===== src/rtl/serial_rx_pkg.sv =====
package serial_rx_pkg;

    localparam int unsigned CHAR_W = 8;

    typedef enum logic [2:0] {
        ST_IDLE,
        ST_START,
        ST_DATA,
        ST_PAR,
        ST_STOP,
        ST_BRKW
    } rx_state_e;

    typedef struct packed {
        logic [1:0] len_sel;
        logic       par_en;
        logic       par_even;
    } rx_fmt_t;

    typedef struct packed {
        logic [CHAR_W-1:0] data;
        logic              par_err;
        logic              frm_err;
        logic              brk;
    } rx_char_t;

    function automatic rx_fmt_t decode_fmt(input logic [1:0] len, input logic pen, input logic peven);
        rx_fmt_t f;
        f.len_sel  = len;
        f.par_en   = pen;
        f.par_even = peven;
        return f;
    endfunction

    // index of the last data bit: 4 for five bits up to 7 for eight bits
    function automatic logic [2:0] last_index(input logic [1:0] sel);
        return 3'd4 + {1'b0, sel};
    endfunction

    function automatic logic [CHAR_W-1:0] len_mask(input logic [1:0] sel);
        logic [CHAR_W-1:0] m;
        m = '0;
        for (int i = 0; i < CHAR_W; i++) begin
            if (i <= int'(last_index(sel))) m[i] = 1'b1;
        end
        return m;
    endfunction

    // high when data plus parity bit do not give the requested sense
    function automatic logic parity_fault(input logic [CHAR_W-1:0] d, input logic pbit, input logic even);
        return (^d) ^ pbit ^ ~even;
    endfunction

endpackage


===== src/rtl/rx_line_front.sv =====
module rx_line_front #(
    parameter int unsigned SYNC_STAGES = 2,
    parameter bit          HAS_LOOP    = 1'b1
) (
    input  logic clk,
    input  logic rst,
    input  logic serial_in,
    input  logic loop_en,
    input  logic loop_tx,
    output logic rx_s
);

    logic                   line_sel;
    logic [SYNC_STAGES-1:0] chain;

    generate
        if (HAS_LOOP) begin : g_loop
            assign line_sel = loop_en ? loop_tx : serial_in;
        end else begin : g_direct
            logic unused_loop;
            assign unused_loop = loop_en ^ loop_tx;
            assign line_sel    = serial_in;
        end
    endgenerate

    // the chain resets to mark so no false start follows reset
    always_ff @(posedge clk) begin
        if (rst) begin
            chain <= '1;
        end else begin
            chain <= {chain[SYNC_STAGES-2:0], line_sel};
        end
    end

    assign rx_s = chain[SYNC_STAGES-1];

endmodule


===== src/rtl/rx_deframer.sv =====
module rx_deframer
    import serial_rx_pkg::*;
#(
    parameter int unsigned OSR = 16
) (
    input  logic     clk,
    input  logic     rst,
    input  logic     tick,
    input  logic     rx,
    input  rx_fmt_t  fmt_in,
    output logic     done,
    output rx_char_t res,
    output rx_fmt_t  fmt_q
);

    localparam int unsigned     CNT_W = $clog2(OSR);
    localparam logic [CNT_W-1:0] MID  = CNT_W'(OSR / 2 - 1);
    localparam logic [CNT_W-1:0] LAST = CNT_W'(OSR - 1);

    rx_state_e         st;
    logic [CNT_W-1:0]  cnt;
    logic [2:0]        idx;
    logic [CHAR_W-1:0] shreg;
    logic              pbit;
    logic              all_space;

    assign all_space = !rx && (shreg == '0) && !(fmt_q.par_en && pbit);

    always_comb begin
        done        = tick && (st == ST_STOP) && (cnt == LAST);
        res.data    = shreg;
        res.brk     = all_space;
        res.frm_err = !rx && !all_space;
        res.par_err = fmt_q.par_en && !all_space
                      && parity_fault(shreg, pbit, fmt_q.par_even);
    end

    always_ff @(posedge clk) begin
        if (rst) begin
            st    <= ST_IDLE;
            cnt   <= '0;
            idx   <= '0;
            shreg <= '0;
            pbit  <= 1'b0;
            fmt_q <= '0;
        end else if (tick) begin
            unique case (st)
                ST_IDLE: begin
                    if (!rx) begin
                        st    <= ST_START;
                        cnt   <= '0;
                        idx   <= '0;
                        shreg <= '0;
                        pbit  <= 1'b0;
                        fmt_q <= fmt_in;
                    end
                end
                ST_START: begin
                    if (cnt == MID) begin
                        cnt <= '0;
                        st  <= rx ? ST_IDLE : ST_DATA;
                    end else begin
                        cnt <= cnt + 1'b1;
                    end
                end
                ST_DATA: begin
                    if (cnt == LAST) begin
                        cnt        <= '0;
                        shreg[idx] <= rx;
                        if (idx == last_index(fmt_q.len_sel)) begin
                            st <= fmt_q.par_en ? ST_PAR : ST_STOP;
                        end else begin
                            idx <= idx + 1'b1;
                        end
                    end else begin
                        cnt <= cnt + 1'b1;
                    end
                end
                ST_PAR: begin
                    if (cnt == LAST) begin
                        cnt  <= '0;
                        pbit <= rx;
                        st   <= ST_STOP;
                    end else begin
                        cnt <= cnt + 1'b1;
                    end
                end
                ST_STOP: begin
                    if (cnt == LAST) begin
                        cnt <= '0;
                        st  <= all_space ? ST_BRKW : ST_IDLE;
                    end else begin
                        cnt <= cnt + 1'b1;
                    end
                end
                ST_BRKW: begin
                    if (rx) st <= ST_IDLE;
                end
                default: st <= ST_IDLE;
            endcase
        end
    end

endmodule


===== src/rtl/rx_out_stage.sv =====
module rx_out_stage
    import serial_rx_pkg::*;
(
    input  logic     clk,
    input  logic     rst,
    input  logic     done,
    input  rx_char_t res,
    output logic     valid,
    output rx_char_t q
);

    always_ff @(posedge clk) begin
        if (rst) begin
            valid <= 1'b0;
            q     <= '0;
        end else begin
            valid <= done;
            if (done) q <= res;
        end
    end

endmodule


===== src/rtl/serial_rx_core.sv =====
module serial_rx_core
    import serial_rx_pkg::*;
#(
    parameter int unsigned OSR         = 16,
    parameter int unsigned SYNC_STAGES = 2,
    parameter bit          HAS_LOOP    = 1'b1
) (
    input  logic              clk,
    input  logic              rst,
    input  logic              tick16,
    input  logic [7:0]        fmt_ctl,
    input  logic              serial_in,
    input  logic              loop_en,
    input  logic              loop_tx,
    output logic              char_valid,
    output logic [CHAR_W-1:0] char_data,
    output logic              par_err,
    output logic              frm_err,
    output logic              brk_flag
);

    logic     rx_s;
    logic     done;
    rx_char_t res;
    rx_char_t q;
    rx_fmt_t  fmt_in;
    rx_fmt_t  fmt_q;
    logic     unused_ctl;

    // the stop-bit setting and upper bits do not concern the receiver
    assign unused_ctl = ^{fmt_ctl[7:5], fmt_ctl[2]};
    assign fmt_in     = decode_fmt(fmt_ctl[1:0], fmt_ctl[3], fmt_ctl[4]);

    rx_line_front #(
        .SYNC_STAGES (SYNC_STAGES),
        .HAS_LOOP    (HAS_LOOP)
    ) u_front (
        .clk       (clk),
        .rst       (rst),
        .serial_in (serial_in),
        .loop_en   (loop_en),
        .loop_tx   (loop_tx),
        .rx_s      (rx_s)
    );

    rx_deframer #(
        .OSR (OSR)
    ) u_deframer (
        .clk    (clk),
        .rst    (rst),
        .tick   (tick16),
        .rx     (rx_s),
        .fmt_in (fmt_in),
        .done   (done),
        .res    (res),
        .fmt_q  (fmt_q)
    );

    rx_out_stage u_out (
        .clk   (clk),
        .rst   (rst),
        .done  (done),
        .res   (res),
        .valid (char_valid),
        .q     (q)
    );

    assign char_data = q.data;
    assign par_err   = q.par_err;
    assign frm_err   = q.frm_err;
    assign brk_flag  = q.brk;

endmodule


===== config.mk =====
export PLATFORM = sky130hd
export DESIGN_NAME = serial_rx_core
export DESIGN_NICKNAME = d
export VERILOG_FILES = /design/src/rtl/serial_rx_pkg.sv /design/src/rtl/rx_line_front.sv /design/src/rtl/rx_deframer.sv /design/src/rtl/rx_out_stage.sv /design/src/rtl/serial_rx_core.sv
export SDC_FILE = /design/constraint.sdc
export NUM_CORES = 1
export LEC_CHECK = 0
export BUFFER_PORTS_ARGS = -buffer_cell sky130_fd_sc_hd__clkbuf_2
export CAP_MARGIN = 20
export CORE_ASPECT_RATIO = 1.75
export CORE_MARGIN = 4
export CORE_UTILIZATION = 35
export DETAILED_ROUTE_END_ITERATION = 10
export PLACE_DENSITY = 0.63
export SETUP_SLACK_MARGIN = 0.5
export SYNTH_ARGS = -nofsm -noshare
export SYNTH_HDL_FRONTEND = slang
export SYNTH_HIERARCHICAL = 1
export SYNTH_SLANG_ARGS = --single-unit
export TNS_END_PERCENT = 10

===== constraint.sdc =====
create_clock -name clk -period 2.89 [get_ports clk]
set_clock_uncertainty 0.15 [all_clocks]
set_input_delay 0.289 -clock clk [delete_from_list [all_inputs] [get_ports clk]]
set_output_delay 0.289 -clock clk [all_outputs]
set_load 0.005 [all_outputs]

# ---- After elaboration in Yosys (flattened, before gate mapping)
# Index checks and enable logic that the tools add are counted.
dict set report totals {
  in_bits 14
  out_inout_bits 12
  ff_bits 37
  elab_cells 93
}
dict set report op_classes {
  order_cmp 2
  eq_ne 16
  muxes 29
  n_addsub 3
  bitwise 4
  n_reduce_logical 25
}
# operator n
set op_table {}
lappend op_table {{$mux W3} 12}
lappend op_table {{$pmux W3 S6} 1}
lappend op_table {{$mux W8} 2}
lappend op_table {{$pmux W8 S2} 1}
lappend op_table {{$mux W4} 3}
lappend op_table {{$pmux W4 S3} 1}
lappend op_table {{$logic_and A1 B1 Y1} 9}
lappend op_table {{$bwmux W8} 1}
lappend op_table {{$logic_not A8 Y1} 1}
lappend op_table {{$ne A2 B1 Y1 const B} 4}
lappend op_table {{$ne A2 B2 Y1 const B} 4}
lappend op_table {{$reduce_and A4 Y1} 2}
lappend op_table {{$reduce_and A8 Y1} 1}
lappend op_table {{$reduce_xor A8 Y1} 1}
lappend op_table {{$eq A3 B2 Y1 const B} 2}
lappend op_table {{$eq A3 B3 Y1 const B} 2}
lappend op_table {{$pmux W3 S2} 1}
lappend op_table {{$reduce_and A3 Y1} 2}
lappend op_table {{$reduce_and A5 Y1} 1}
lappend op_table {{$add A4 B1 Y4 const B} 1}
lappend op_table {{$eq A4 B3 Y1 const B} 1}
lappend op_table {{$eq A4 B4 Y1 const B} 1}
lappend op_table {{$lt A3 B4 Y1 const B} 1}
lappend op_table {{$mux W1} 4}
lappend op_table {{other kinds (15)} 20}

# ---- Depth between registers and ports, before layout
dict set report logic_depth {
  ltp_word 7
  ltp_mapped 8
  mapped_depth_nobuf 8
}

# ---- Cells and area by module
# The synthesis kept the hierarchy.
# module area_per_inst_um2 instances cells_per_inst
set by_module_without_submodules {}
lappend by_module_without_submodules {rx_deframer 1440.1 1 187}
lappend by_module_without_submodules {rx_out_stage 414.1 1 37}
lappend by_module_without_submodules {rx_line_front 61.3 1 5}

# ---- Least setup slack after synthesis
# OpenSTA, ideal clock, no wires.
dict set report synth_timing {
  kind {flip-flop to flip-flop}
  start {register u_deframer.cnt[0]}
  end {register, netlist name u_out/q[10]}
  arrival_time_ps 1740
  setup_time_ps 117
  required_ps 2623
  setup_slack_ps 883
  path_stages_with_launch 7
  cell_sequence {dfxtp_1 > ha_1 > nand4_1 > nor4b_1 > buf_6 > mux2i_1 > nor2_1}
}
dict set report synth_between {
  elab_chain_cells 2
}
# element line
set synth_lines {}
lappend synth_lines {{start, declared} rx_deframer.sv:21} ;# logic [CNT_W-1:0] cnt;
lappend synth_lines {{start signal, assigned} rx_deframer.sv:63} ;# cnt <= cnt + 1'b1;
lappend synth_lines {{start signal, assigned} rx_deframer.sv:76} ;# cnt <= cnt + 1'b1;
lappend synth_lines {{start signal, assigned} rx_deframer.sv:85} ;# cnt <= cnt + 1'b1;
lappend synth_lines {{$eq A4 B4 Y1} rx_deframer.sv:30} ;# done = tick && (st == ST_STOP) && (cnt == LAST);
lappend synth_lines {{$logic_and A1 B1 Y1} rx_deframer.sv:30}
lappend synth_lines {{named net done} serial_rx_core.sv:23} ;# logic done;
# The timed path passes the listed nets, and every way through them passes these cells.
# A chain may end at the register's enable or synchronous reset.

# ---- Final worst setup path
dict set report layout_timing {
  start {register u_deframer.st[0]}
  end {register u_deframer.idx[0]}
}
dict set report layout_between {
  elab_chain_cells 3
}
# element line
set layout_lines {}
lappend layout_lines {{start, declared} rx_deframer.sv:20} ;# rx_state_e st;
lappend layout_lines {{start signal, assigned} rx_deframer.sv:61} ;# st <= rx ? ST_IDLE : ST_DATA;
lappend layout_lines {{start signal, assigned} rx_deframer.sv:71} ;# st <= fmt_q.par_en ? ST_PAR : ST_STOP;
lappend layout_lines {{start signal, assigned} rx_deframer.sv:91} ;# st <= all_space ? ST_BRKW : ST_IDLE;
lappend layout_lines {{$eq A3 B2 Y1 or $logic_not A3 Y1 (tied branches)} rx_deframer.sv:47} ;# unique case (st)
lappend layout_lines {{$ne A2 B2 Y1 (no source line), or another cell as far along} --}
lappend layout_lines {{$reduce_and A5 Y1 (no source line)} --}
lappend layout_lines {{end signal, assigned} rx_deframer.sv:73} ;# idx <= idx + 1'b1;
lappend layout_lines {{end, declared} rx_deframer.sv:22} ;# logic [2:0] idx;
# Several ways; a longest one is shown, not always the timed one.

==> results.yml <==
cts:
  cts-root-buf: "clkbuf_8"
  clock_latency_ps: 290
  cts_resized: 0
  clockBufferDepth: 2
  h-tree-depth: 2
  cts_inserted_buffers: 5
  path_clk_slew_ps: 70
  cts_sinks: 37
  postCtsSetupRepairBufs: 0
  cts_hold_buf: 0
  cts_tree: "yes"
layout:
  layout-drive-gt1-share_pct: 15.8
  nFillCells: 546
  nets: 266
  syn_to_final_growth_pct: 13.8
  n_antenna_cell: 0
sta:
  fin_crit_ps: 2060
  slew_viol_final: 0
  setup_viol: 0
  fmax_ghz: 0.485
  tightest_slew_ps: 715
  max_slew_margin_pct: 52.3
  finalCritPeriodShare_pct: 71.3
  finalHoldViolCount: 0
  setup_tns_ps: 0
  rsz0062_at_grt: "no"
global_routing:
  grt_pass1_wl_mm: 7.00
  grt_usage_pct: 12.8
  grt_overflow: 0
  grt_max_degree: 37
  antenna_found_initial: 0
  grt_pass1_vias: 1582
detailed_routing:
  routedWlPerCell_um: 12.8
  viasPerCell: 4.98
  ant_nets: 0
  drt_iter0_drc: 29
  drtPass1Iterations: 4
  drc: 0
  wl_mm: 4.09
  routed-via-count: 1600
place:
  post-dp-hpwl_mm: 3.06
  place_congestion: 0.863
  io_buffers: 21
yosys:
  yosysSeqAreaShare_pct: 38.7
  syn_nets: 249
  synthCells: 229
  synth_cell_type_count: 42
  syn_avg_cell_area_um2: 8.37
  netlist_top_cells_count: "dfxtp_1, nor2_1, o21ai_0, mux2i_1, nand2_1"
  synth_seq_cells: 37
  synth_flop_cell: "dfxtp_1"
  synthArstFlopShare_pct: 0
  synth_area_mm2: 0.00192
  synth_top_area_share_pct: 38.7
  yosys-top-cells-area: "dfxtp_1, mux2i_1, nor2_1"
  yosysMostFrequentCell: "dfxtp_1"
  synth_edf_count: 0
  yosysWarnings: 6
  yosysTopAreaCell: "dfxtp_1"
floorplanning:
  dieWidth_um: 63.9
  row_count: 35
  num_io_pins: 26
  dieArea_mm2: 0.00677
  die_h_um: 106
  start_util_pct: 36.2
  core_mm2: 0.00530
power:
  power.total_uw: 1030
  p_leak_uw: 0.000842
  max-vdd-ir-drop_mv: 0.324
  powerDensity_mw_per_mm2: 473
worst_setup_path:
  worstSetupPathType: "reg -> reg"
  end_kind: "register"
  required_ps: 2880
  cp_data_arrival_time_ps: 2050
  cp_slowest_stage_delay_ps: 450
  worstPathMaxFanout: 15
  slowest_stage: "dfxtp_1"
  crit_path_cell_trace: "or3b_1 > a211oi_2 > a21boi_4 > mux2i_1 > nor2_1"
  start_kind: "register"
min_path:
  hp-class: "in -> reg"
flow_run:
  max_cap_viol_count: 0
run_status:
  run_status: "complete, no violations"
-- area by class of cell --
class	instances	area, um^2	area share [%]
Clock buffer	7	86.3	3.96
Timing Repair Buffer	23	120	5.51
Sequential cell	37	741	34.0
Tap cell	74	92.6	4.25
Clock inverter	1	30.0	1.38
Multi-Input combinational cell	168	1070	49.1
Inverter	11	41.3	1.89
-- sequential cells by signal (all words and copies together), names as in the netlist --
name and flops:
u_front/chain 2, u_deframer/idx 3, u_deframer/shreg 8, u_deframer/cnt 4, u_deframer/st 3, u_out/valid 1, u_out/q 11, u_deframer/pbit 1
u_deframer/fmt_q 4
-- critical path: cells and delay by family, from the launching register on --
| kind | cells | cell delay (ps) |
|---|---|---|
| compound gates | 2 | 650 |
| flops | 1 | 450 |
| mux | 1 | 200 |
| simple gates | 2 | 470 |
-- logic make-up (layout without fill, tap and decap cells) --
family	after synthesis	after routing	synth area share (%)
xor+xnor	7	7	3.20
compound gates	45	45	14.8
mux	17	17	8.88
simple gates	93	93	24.7
fa+ha+maj	6	6	3.92
flops	37	37	38.7
buf+inv	24	42	5.81
-- path summary, 6_finish.rpt --
check,startpoint,end,slack [ps],cells after the start
max reg2reg,u_deframer/st[0],u_deframer/idx[0],830,5
max,u_deframer/st[0],u_deframer/idx[0],830,5
min,loop_tx,u_front/chain[0],60,2
min reg2reg,u_front/chain[0],u_front/chain[1],250,1
-- metrics by stage --
| stage | hold WS [ps] | setup slack [ps] | utilization [%] | cell area, um^2 | std cells |
|---|---|---|---|---|---|
| detailed placement | 247 | 855 | 39.0 | 2060 | 313 |
| global placement | 245 | 870 | 39.0 | 2060 | 313 |
| finish | 62.8 | 830 | 41.2 | 2180 | 321 |
| CTS | 52.3 | 844 | 41.2 | 2180 | 321 |
| floorplan | 211 | 883 | - | 1920 | 229 |
| global route | 76.1 | 634 | 41.2 | 2180 | 321 |
-- placed cells by master, fill, tap and decap left out, types with 2 or more instances in the layout --
master	Yosys	routed
a21oi_1	13	13
a22o_1	3	3
buf_4	2	2
clkbuf_2	0	21
clkbuf_8	0	6
dfxtp_1	37	37
ha_1	6	6
inv_1	11	11
mux2i_1	17	17
nand2_1	16	16
nand2b_1	4	4
nand3_1	7	7
nand3b_1	2	2
nand4_1	3	3
nor2_1	32	32
nor2b_1	7	7
nor3_1	6	6
o21ai_0	19	19
o31ai_1	2	2
or2_2	2	2
or3_1	3	3
or3b_2	2	2
xnor2_1	6	6
-- power by group --
group          switching [uW]  total [uW]  internal [uW]
logic                    31.5        53.1           21.6
clock network             176         457            281
registers                7.98         522            514
total                     216        1030            817
-- metal layers --
layer | global-route usage (%) | wire (um)
met1 | 12.9 | 1600
met2 | 24.0 | 2300
met3 | 2.03 | 89
met4 | 7.11 | 106
met5 | 0 | 0
No activity file was read; power rests on OpenSTA's default activity.
